File: src/rtl/msi_fmt_pkg.sv
package msi_fmt_pkg;
  typedef struct packed {
    logic [31:0] addr;
    logic [31:0] data;
  } msi_msg_t;

  localparam int BIT_DMODE = 11;
  localparam int BIT_TRIG  = 15;
  localparam int BIT_MASK  = 16;
endpackage

File: src/rtl/msi_entry_decode.sv
module msi_entry_decode
  import msi_fmt_pkg::*;
#(
  parameter int          NUM_PINS = 24,
  parameter int          PIN_W    = 5,
  parameter logic [31:0] MSI_BASE = 32'hFEE0_0000
) (
  input  logic             req_valid,
  input  logic [PIN_W-1:0] req_pin,
  input  logic [63:0]      entry,
  output logic             deliver,
  output msi_msg_t         msg
);
  localparam logic [PIN_W:0] PIN_LIMIT = NUM_PINS[PIN_W:0];

  logic in_range;
  logic unused_bits;

  assign unused_bits = ^{entry[48:17], entry[14:12]};

  always_comb begin
    in_range = ({1'b0, req_pin} < PIN_LIMIT);
    deliver  = req_valid && in_range && !entry[BIT_MASK]
               && !entry[BIT_DMODE] && !entry[BIT_TRIG];
    msg.addr = MSI_BASE | {12'h000, entry[63:56], entry[55:49], 5'b00000};
    msg.data = {16'h0000, entry[BIT_TRIG], 1'b0, 2'b00, 1'b0,
                entry[10:8], entry[7:0]};
  end
endmodule

File: src/rtl/msi_out_stage.sv
module msi_out_stage
  import msi_fmt_pkg::*;
(
  input  logic     clk,
  input  logic     rst,
  input  logic     in_valid,
  input  msi_msg_t in_msg,
  input  logic     out_ready,
  output logic     out_valid,
  output msi_msg_t out_msg,
  output logic     ovf
);
  logic     hold_v;
  msi_msg_t hold_m;
  logic     out_free;

  assign out_free = !out_valid || out_ready;

  always_ff @(posedge clk) begin
    if (rst) begin
      out_valid <= 1'b0;
      hold_v    <= 1'b0;
      ovf       <= 1'b0;
      out_msg   <= '0;
      hold_m    <= '0;
    end else begin
      ovf <= 1'b0;
      if (out_free) begin
        if (hold_v) begin
          out_valid <= 1'b1;
          out_msg   <= hold_m;
          hold_v    <= in_valid;
          if (in_valid) hold_m <= in_msg;
        end else begin
          out_valid <= in_valid;
          if (in_valid) out_msg <= in_msg;
        end
      end else if (in_valid) begin
        if (!hold_v) begin
          hold_v <= 1'b1;
          hold_m <= in_msg;
        end else begin
          ovf <= 1'b1;
        end
      end
    end
  end

  // a stalled message does not move
  p_stall_stable_r8: assert property (@(posedge clk) disable iff (rst)
    (out_valid && !out_ready) |=> (out_valid && $stable(out_msg)));

  // overflow only follows a cycle with both slots busy and no acceptance
  p_ovf_cause_r10: assert property (@(posedge clk) disable iff (rst)
    ovf |-> $past(out_valid && !out_ready && hold_v && in_valid));

  // the holding slot is only used behind a waiting message
  p_hold_behind_r9: assert property (@(posedge clk) disable iff (rst)
    hold_v |-> out_valid);
endmodule

File: src/rtl/irq_msi_fmt.sv
module irq_msi_fmt
  import msi_fmt_pkg::*;
#(
  parameter int          NUM_PINS = 24,
  parameter int          PIN_W    = 5,
  parameter logic [31:0] MSI_BASE = 32'hFEE0_0000
) (
  input  logic             clk,
  input  logic             rst,
  input  logic             req_valid,
  input  logic [PIN_W-1:0] req_pin,
  output logic [PIN_W-1:0] tbl_pin,
  input  logic [63:0]      tbl_entry,
  output logic             msg_valid,
  input  logic             msg_ready,
  output logic [31:0]      msg_addr,
  output logic [31:0]      msg_data,
  output logic             ovf
);
  logic     dec_ok;
  msi_msg_t dec_msg;
  msi_msg_t q_msg;

  assign tbl_pin = req_pin;

  msi_entry_decode #(
    .NUM_PINS(NUM_PINS), .PIN_W(PIN_W), .MSI_BASE(MSI_BASE)
  ) u_dec (
    .req_valid(req_valid), .req_pin(req_pin), .entry(tbl_entry),
    .deliver(dec_ok), .msg(dec_msg)
  );

  msi_out_stage u_out (
    .clk(clk), .rst(rst), .in_valid(dec_ok), .in_msg(dec_msg),
    .out_ready(msg_ready), .out_valid(msg_valid), .out_msg(q_msg), .ovf(ovf)
  );

  assign msg_addr = q_msg.addr;
  assign msg_data = q_msg.data;

  // the address always carries the fixed base window
  p_addr_base_r5: assert property (@(posedge clk) disable iff (rst)
    msg_valid |-> (msg_addr[31:20] == MSI_BASE[31:20] && msg_addr[4:0] == 5'd0));

  // reserved and level-assert data bits stay clear
  p_data_zero_r6: assert property (@(posedge clk) disable iff (rst)
    msg_valid |-> (msg_data[31:11] == 21'd0));
endmodule

File: config.mk
export PLATFORM = sky130hd
export DESIGN_NAME = irq_msi_fmt
export DESIGN_NICKNAME = d
export VERILOG_FILES = /design/src/rtl/msi_fmt_pkg.sv /design/src/rtl/msi_entry_decode.sv /design/src/rtl/msi_out_stage.sv /design/src/rtl/irq_msi_fmt.sv
export SDC_FILE = /design/constraint.sdc
export NUM_CORES = 1
export LEC_CHECK = 0
export BUFFER_PORTS_ARGS = -buffer_cell sky130_fd_sc_hd__buf_2
export CAP_MARGIN = 40
export CORE_AREA = 10 10 103 105
export CTS_CLUSTER_SIZE = 10
export DETAILED_ROUTE_END_ITERATION = 7
export DIE_AREA = 0 0 113 115
export GPL_TIMING_DRIVEN = 0
export PLACE_DENSITY = 0.69
export SLEW_MARGIN = 40
export SYNTH_ARGS = -nofsm -noshare
export SYNTH_HDL_FRONTEND = slang
export SYNTH_SLANG_ARGS = --single-unit
File: constraint.sdc
create_clock -name clk -period 3.18 [get_ports clk]
set_input_delay 0.636 -clock clk [delete_from_list [all_inputs] [get_ports clk]]
set_output_delay 0.636 -clock clk [all_outputs]
set_load 0.005 [all_outputs]
======== After elaboration in Yosys (flattened, before gate mapping) ========
Index checks and enable logic that the tools add are counted.
word-level totals
  flip-flop bits (word level) ............. 131
operators by class
  $lt $le $gt $ge ......................... 1
  eq/ne operators ......................... 3
  mux-type cells .......................... 11
  bitwise operators ....................... 1
  reductions and logical operators ........ 14
operator list
  kind                                           number
  two-way mux 64 bit                             6
  < comparator 5 bit, second input constant      1
  two-way mux 1 bit                              5
  logical AND 1 bit                              4
  logical NOT 1 bit                              4
  != test 2 x 1 -> 1 bit, second input constant  2
  AND reduction 4 bit                            1
  nonzero test 2 bit                             2
  OR reduction 3 bit                             1
  != test 2 bit, second input constant           1
  AND reduction 2 bit                            1
  logical OR 1 bit                               1
  NOT 1 bit                                      1

======== Longest topological paths before layout ========
Gate-level depths: netlist (run 1).
  depth after elaboration ................. 8
  gate-level depth with buffers ........... 7
  mapped depth without buffers ............ 4

======== Hierarchy ========
A second synthesis (run 1) with hierarchy kept.
second synthesis, totals
  cells, all modules ...................... 658
  area, all modules ....................... 6771.5 sq um
modules (own cells, without submodules)
  module            instances  cells each  area each (sq um)  seq. area each (sq um)
  msi_out_stage     1          585         6231.0             2622.5
  msi_entry_decode  1          68          503.0              0.0
  irq_msi_fmt       1          5           37.5               0.0

======== Worst setup path before layout (run 1) ========
OpenSTA, ideal clock, no wires.
  path kind ............................... input to register
  from .................................... input tbl_entry[15]
  to ...................................... register u_out.hold_m[3] (netlist name)
  setup time .............................. 0.072 ns
  arrival time ............................ 1.727 ns
  data required time ...................... 3.108 ns
  slack ................................... 1.381 ns
  stages on the path ...................... 6
  path buffers ............................ 2
  path through ............................ nor4b_2 -> a21boi_2 -> and2_4 -> buf_12 -> buf_12 -> mux2i_1
on the way
  longest elaborated chain between the ends .. 4
  elaborated cells between the ends (all ways) .. 5
  those cells by class .................... eq/ne (1); reduce/logical (4)
RTL lines
  item                                                                                  RTL line                text
  start: declaration                                                                    irq_msi_fmt.sv:13       input logic [63:0] tbl_entry,
  logical NOT 1 bit (*)                                                                 msi_entry_decode.sv:24  && !entry[BIT_DMODE] && !entry[BIT_TRIG];
  logical AND 1 bit (*)                                                                 msi_entry_decode.sv:24
  != test 2 x 1 -> 1 bit (no source line) / nonzero test 2 bit (equally long branches)  -
  AND reduction 4 bit (no source line) (*)                                              -
  end signal: assignment                                                                msi_out_stage.sv:33     if (in_valid) hold_m <= in_msg;
  end signal: assignment                                                                msi_out_stage.sv:41     hold_m <= in_msg;
  end: declaration                                                                      msi_out_stage.sv:14     msi_msg_t hold_m;
Mark *: on every way between the ends. The rest lies on a longest branch, timed or not.
A chain may end at the register's enable or synchronous reset.

======== Final worst setup path (run 1) ========
  from .................................... input tbl_entry[15]
  to ...................................... register u_out.out_msg[1] (netlist name)
on the way
  longest elaborated chain between the ends .. 4
RTL lines
  item                                  RTL line                text
  logical NOT 1 bit                     msi_entry_decode.sv:24
  logical AND 1 bit                     msi_entry_decode.sv:24
  nonzero test 2 bit (no source line)   -
  AND reduction 2 bit (no source line)  -
  end signal: assignment                msi_out_stage.sv:31     out_msg <= hold_m;
  end signal: assignment                msi_out_stage.sv:36     if (in_valid) out_msg <= in_msg;
  end: declaration                      msi_out_stage.sv:10     output msi_msg_t out_msg,
Every way passes these cells.

==> flow_summary_export.csv, run 1 <==
group,metric,value,unit
status,status,"finished, final reports clean",
timing,tns,0,ps
timing,hold_viol,0,
yosys,netlist-cell-type-count,24,
cts,h-tree-depth,3,
cts,ctsResizeCount,0,
floorplan,initial_core_util,34.4,%
pwr,p_per_area,410,nW/um^2
timing,final_max_slew_viol_count,0,
cts,insertion_delay,340,ps
setup_path,path_max_fanout,10,
yosys,netlist_area,2940,sq um
global_route,grt_pass1_vias,2426,
yosys,synth_area_leaders,"dfxtp_1 40%, mux2i_1 18%, buf_4 11%",
timing,setup_viol,0,
timing,worst_pin_slew,617,ps
setup_path,setup.worst_path.start_class,"input pin",
global_route,use_met1,12.6,%
route,drc_errors,0,
setup_path,path_cells,"buf_2 > nor4b_2 > o211a_1 > buf_4 > clkbuf_1 > a211oi_1",
cts,ctsHoldBuffers,0,
layout,fin_nets,488,
global_route,grt_pass1_wl,12000,microns
timing,fmax,540,MHz
yosys,synth_top_area_cell,"dfxtp_1",
layout,fin_util,43.6,%
route,vias_per_cell,4.33,
layout,fillerInstances,856,
yosys,avgSynthCellArea,9.76,sq um
layout,final_cell_mix,"80 x buf_2, 59 x dfxtp_1, 53 x nand2b_1, 53 x mux2i_1, 45 x buf_4",
placed_design,hpwl,5850,microns
placed_design,gp_congestion,0.697,
pwr,swShare,24.0,%
yosys,synth_cells,301,
floorplan,pin_count,144,
global_route,grt_max_degree,12,
pwr,p_int,0.00116,W
yosys,yosysSeqAreaShare,40.2,%
timing,min_period,1850,ps
route,initialDrtViolationCount,84,
global_route,grt_overflow,0,
floorplan,die_h,115,microns
route,postRouteAntennaNets,0,
placed_design,port_buffers,77,
layout,layout-drive-gt1-share,34.3,%
global_route,grt-busiest-layer,"met2",
floorplan,die_x,113,microns
setup_path,critPathArrivalTime,2030,ps
layout,final_common_cell,"buf_2",
floorplan,rows,34,
timing,fin_skew,8.72,ps
setup_path,criticalPathCategory,"input pin to flop",
route,firstDrtPassIters,4,
route,wirelength,7500,microns
setup_path,crit_path_max_incr_delay,450,ps
yosys,synthDominantCellAreaShare,40.2,%
cts,cts-root-buf,"clkbuf_8",
global_route,grt_util_met3,5.47,%
setup_path,end_kind,"flop",
cts,clockBufferDepth,2,
setup_path,crit_slowest_cell,"clkbuf_1",
timing,rsz0062_at_grt,"no",
run,maxCapViolations,0,
cts,cts_tree,"built",
cts,path_clk_slew,60,ps
cts,cts_sinks,59,
pwr,leakagePower,1.59,nW
layout,diodes,0,
layout,syn_to_final_growth,26.9,%
pwr,pwr-share-clk,40.0,%
cts,cts_made_buffers,9,
global_route,grt_use_total,11.5,%
cts,postCtsSetupRepairBufs,0,
global_route,antenna_found_initial,0,
yosys,synth-seq-cells,59,
global_route,grtUsageMet2,18.9,%
pwr,seq_power_share,49.4,%
setup_path,cp.required,3360,ps
timing,timing.final.crit_share,58.3,%
route,vias,2287,
pwr,vdd_drop_max,0.000156,V
floorplan,fp.dieArea,13000,sq um
pwr,switchingPower,0.000367,W
pwr,p_comb_share,10.6,%
timing,slew_headroom,58.8,%
floorplan,core,8550,sq um
yosys,ys_warn_count,0,
route,wl_per_cell,14.2,microns
min_path,hp-class,"flop to flop",
[metrics by stage]
stage / hold slack (ps) / std cells / worst slack (ps) / instance area (sq um) / power [W]
6_report: 472 / 528 / 1330 / 3730 / 0.00153
5_1_grt: 488 / 528 / 1200 / 3730 / 0.00161
4_1_cts: 476 / 528 / 1330 / 3730 / 0.00155
3_5_place_dp: 462 / 512 / 962 / 3560 / 0.000934
3_3_place_gp: 457 / 512 / 1040 / 3560 / 0.000931
2_1_floorplan: 448 / 327 / 1380 / 3040 / 0.000873
[registers in the layout, indices dropped and copies added (netlist names)]
register	cells
u_out.ovf	1
u_out.out_valid	1
u_out.hold_v	1
u_out.hold_m	28
u_out.out_msg	28
[layout make-up]
class | instances | area (sq um) | share of cell area, %
buffer | 63 | 458 | 12.3
clock buffer | 14 | 163 | 4.36
sequential | 59 | 1180 | 31.7
timing repair buffer | 77 | 385 | 10.3
clock inverter | 2 | 10.0 | 0.268
multi-input combinational | 205 | 1400 | 37.4
tap | 108 | 135 | 3.62
[cell usage after synthesis]
library cell and count:
mux2i_1 53, nor2b_1 1, nand2_1 1, a21oi_1 2, o211a_1 1, a211oi_1 27
a21boi_2 1, buf_1 1, nand2b_1 53, nor4b_2 1, conb_1 1, buf_4 45
xnor2_1 1, buf_2 3, o21ba_1 1, dfxtp_1 59, o21ai_0 1, buf_12 3
nor3b_1 2, nand3b_1 1, nor3_1 2, nor2_1 29, clkbuf_1 11, and2_4 1
[power by group through the flow]
stage	logic [W]	registers [W]	clock network [W]
floorplan	0.0000994	0.000774	0
global placement	0.000159	0.000772	0
detailed placement	0.000162	0.000773	0
CTS	0.000162	0.000756	0.000630
global route	0.000183	0.000757	0.000668
finish	0.000162	0.000756	0.000611
[kinds of logic (layout without fill, tap and decap cells)]
logic type | Yosys count | count (layout) | share of synthesized area, %
AOI/OAI and AO/OA | 33 | 33 | 8.47
xor gates and xnor gates | 1 | 1 | 0.298
buffers and inverters | 63 | 156 | 15.6
DFF | 59 | 59 | 40.2
muxes | 53 | 53 | 18.1
other | 1 | 27 | 0.128
and+or+nand+nor | 91 | 91 | 17.2
[layer usage]
metal,vias to the layer above,share of wire [%]
met5,-,0
met4,0,1.0
met3,7,10
met2,76,47
met1,1036,42
li1,1168,-
[worst max-delay path: cells and delay by family]
family                 cells  cell delay [ps]
AO/OA/AOI/OAI              2              340
AND/OR/NAND/NOR            1              330
buffers and inverters      3              720
[path summary, 6_finish.rpt]
kind | startpoint | endpoint | slack, ps | depth (start not counted)
min | u_out.hold_m[6] | u_out.hold_m[6] | 470 | 2
max | tbl_entry[15] | u_out.out_msg[1] | 1330 | 6
max reg2reg | u_out.hold_v | u_out.out_msg[1] | 1520 | 6
min reg2reg | u_out.hold_m[6] | u_out.hold_m[6] | 470 | 2
No activity file was read; power rests on OpenSTA's default activity.
==> run 2: changes to the inputs <==
--- a/config.mk
+++ b/config.mk
@@ -12,7 +12,7 @@
 export DETAILED_ROUTE_END_ITERATION = 7
 export DIE_AREA = 0 0 113 115
 export GPL_TIMING_DRIVEN = 0
-export PLACE_DENSITY = 0.69
+export PLACE_DENSITY = 0.71
 export SLEW_MARGIN = 40
 export SYNTH_ARGS = -nofsm -noshare
 export SYNTH_HDL_FRONTEND = slang
==> constraint.sdc (replaced) <==
create_clock -name clk -period 1.6 [get_ports clk]
set_input_delay 0.32 -clock clk [delete_from_list [all_inputs] [get_ports clk]]
set_output_delay 0.32 -clock clk [all_outputs]
set_load 0.005 [all_outputs]
==> run 2 against run 1 <==
Compared with the run above: design area rose by 1.0%; worst setup slack got worse by 1200 ps; clock power rose by 100%; routed wire length rose by 1.6%; clock skew fell by 4.3 ps; combinational power rose by 100%; non-clock buffer count did not move; global-route usage barely moved; count of clock-buffer cells in the layout fell by 1; die area did not move; sequential share of layout area fell by 0.33 points; via count barely moved.
==> flow_summary_export.csv, run 2 (synthesis gave the netlist of run 1 again) <==
group,metric,value,unit
status,status,"finished, final reports clean",
global_route,grt_overflow,0,
cts,clockBufferDepth,2,
placed_design,port_buffers,77,
layout,layout-drive-gt1-share,35.6,%
cts,cts_made_buffers,9,
layout,final_cell_mix,"80 x buf_2, 59 x dfxtp_1, 53 x nand2b_1, 53 x mux2i_1, 43 x buf_4",
timing,fmax,668,MHz
min_path,hp-class,"input pin to flop",
setup_path,cp.required,1840,ps
pwr,leakagePower,1.61,nW
pwr,vdd_drop_max,0.000377,V
cts,cts-root-buf,"clkbuf_8",
floorplan,pin_count,144,
cts,cts_sinks,59,
layout,diodes,0,
cts,cts_tree,"built",
timing,hold_viol,0,
layout,fin_util,44.1,%
global_route,grt_use_total,11.5,%
route,wl_per_cell,14.5,microns
setup_path,path_buf_inv,3,
floorplan,fp.dieArea,13000,sq um
placed_design,dp.cells,512,
timing,layout_setup_ws,103,ps
layout,syn_to_final_growth,28.2,%
cts,ctsHoldBuffers,0,
placed_design,hpwl,5800,microns
setup_path,setup.worst_path.start_class,"flop",
timing,final_max_slew_viol_count,0,
cts,postCtsSetupRepairBufs,0,
global_route,antenna_found_initial,1,
layout,final_common_cell,"buf_2",
floorplan,initial_core_util,34.4,%
route,postRouteAntennaNets,0,
timing,setup_viol,0,
layout,fin_nets,488,
timing,fin_hold_ws,258,ps
placed_design,gp_congestion,0.702,
setup_path,end_kind,"flop",
floorplan,die_x,113,microns
layout,reg_top3,"u_out.hold_m: 28 flops, u_out.out_msg: 28 flops",
setup_path,crit_slowest_cell,"dfxtp_1",
setup_path,path_max_fanout,10,
timing,rsz0062_at_grt,"no",
timing,slew_headroom,65.5,%
layout,stdcell_count,527,
setup_path,criticalPathCategory,"flop to flop",
setup_path,critPathArrivalTime,1730,ps
route,drc_errors,0,
route,wirelength,7620,microns
setup_path,crit_family,"buffers and inverters",
placed_design,place_ws,-305,ps
route,initialDrtViolationCount,64,
pwr,p_per_area,814,nW/um^2
floorplan,die_h,115,microns
timing,fin_skew,4.46,ps
route,vias_per_cell,4.34,
global_route,grt_max_degree,12,
setup_path,path_cells,"buf_2 > nand3b_1 > o211a_1 > buf_4 > clkbuf_2 > a211oi_1",
cts,path_clk_slew,60,ps
floorplan,core,8550,sq um
cts,h-tree-depth,3,
timing,min_period,1500,ps
global_route,grt_pass1_wl,12000,microns
setup_path,crit_path_max_incr_delay,290,ps
run,maxCapViolations,0,
timing,timing.final.crit_share,93.6,%
floorplan,rows,34,
route,vias,2286,
route,firstDrtPassIters,7,
cts,insertion_delay,330,ps
timing,worst_pin_slew,518,ps
global_route,grt_pass1_vias,2349,
==> run 2: cell types whose count changed in the layout (fill, tap and decap cells not counted), moves of 2 or more <==
cell	delta
clkbuf_1	-4
clkbuf_2	+3
buf_4	-2
buf_6	+2
==> run 2: where the power goes <==
part           total [W]  switching, W  internal (W)
Sequential       0.00150     0.0000117       0.00149
Clock            0.00123      0.000559      0.000676
Combinational   0.000329      0.000152      0.000176
Total            0.00307      0.000723       0.00234
==> run 2: cell type report <==
type / count / area, sq um
Timing Repair Buffer: 77 / 385
Tap cell: 108 / 135
Sequential cell: 59 / 1180
Fill cell: 879 / 4780
Buffer: 63 / 469
Clock inverter: 2 / 10.0
Clock buffer: 13 / 169
Multi-Input combinational cell: 205 / 1420
==> run 2: worst paths after layout <==
| path | start | endpoint | slack, ps | depth (start not counted) |
|---|---|---|---|---|
| setup / recovery | u_out.hold_v | u_out.out_msg[47] | 100 | 6 |
| hold / removal | tbl_entry[62] | u_out.hold_m[50] | 260 | 3 |
| setup reg to reg | u_out.hold_v | u_out.out_msg[47] | 100 | 6 |
| hold reg to reg | u_out.hold_m[39] | u_out.hold_m[39] | 470 | 2 |
==> run 2: worst min-delay path, stage by stage <==
cell and delay (ps):
buf_2 100, nand2b_1 60, mux2i_1 60
==> run 2: what timing repair did <==
action / CTS / global route
resized for setup: 2 / 6
endpoints found under the setup margin: 20 / 24
hold endpoints to repair: 0 / 0
==> run 2: per-layer routing <==
layer | GRT usage, % | vias up | routed length (microns)
met1 | 13.0 | 1024 | 3270
li1 | - | 1173 | -
met4 | 2.79 | 2 | 72
met2 | 18.7 | 79 | 3530
met3 | 6.15 | 8 | 734
met5 | 0 | - | 13
==> run 2: through the flow <==
| stage | setup TNS [ps] | area (sq um) | power [W] |
|---|---|---|---|
| CTS | 0 | 3740 | 0.00311 |
| global placement | -8210 | 3560 | 0.00185 |
| detailed placement | -12310 | 3560 | 0.00186 |
| finish | 0 | 3770 | 0.00307 |
| global route | 0 | 3770 | 0.00323 |
| floorplan | 0 | 3040 | 0.00174 |
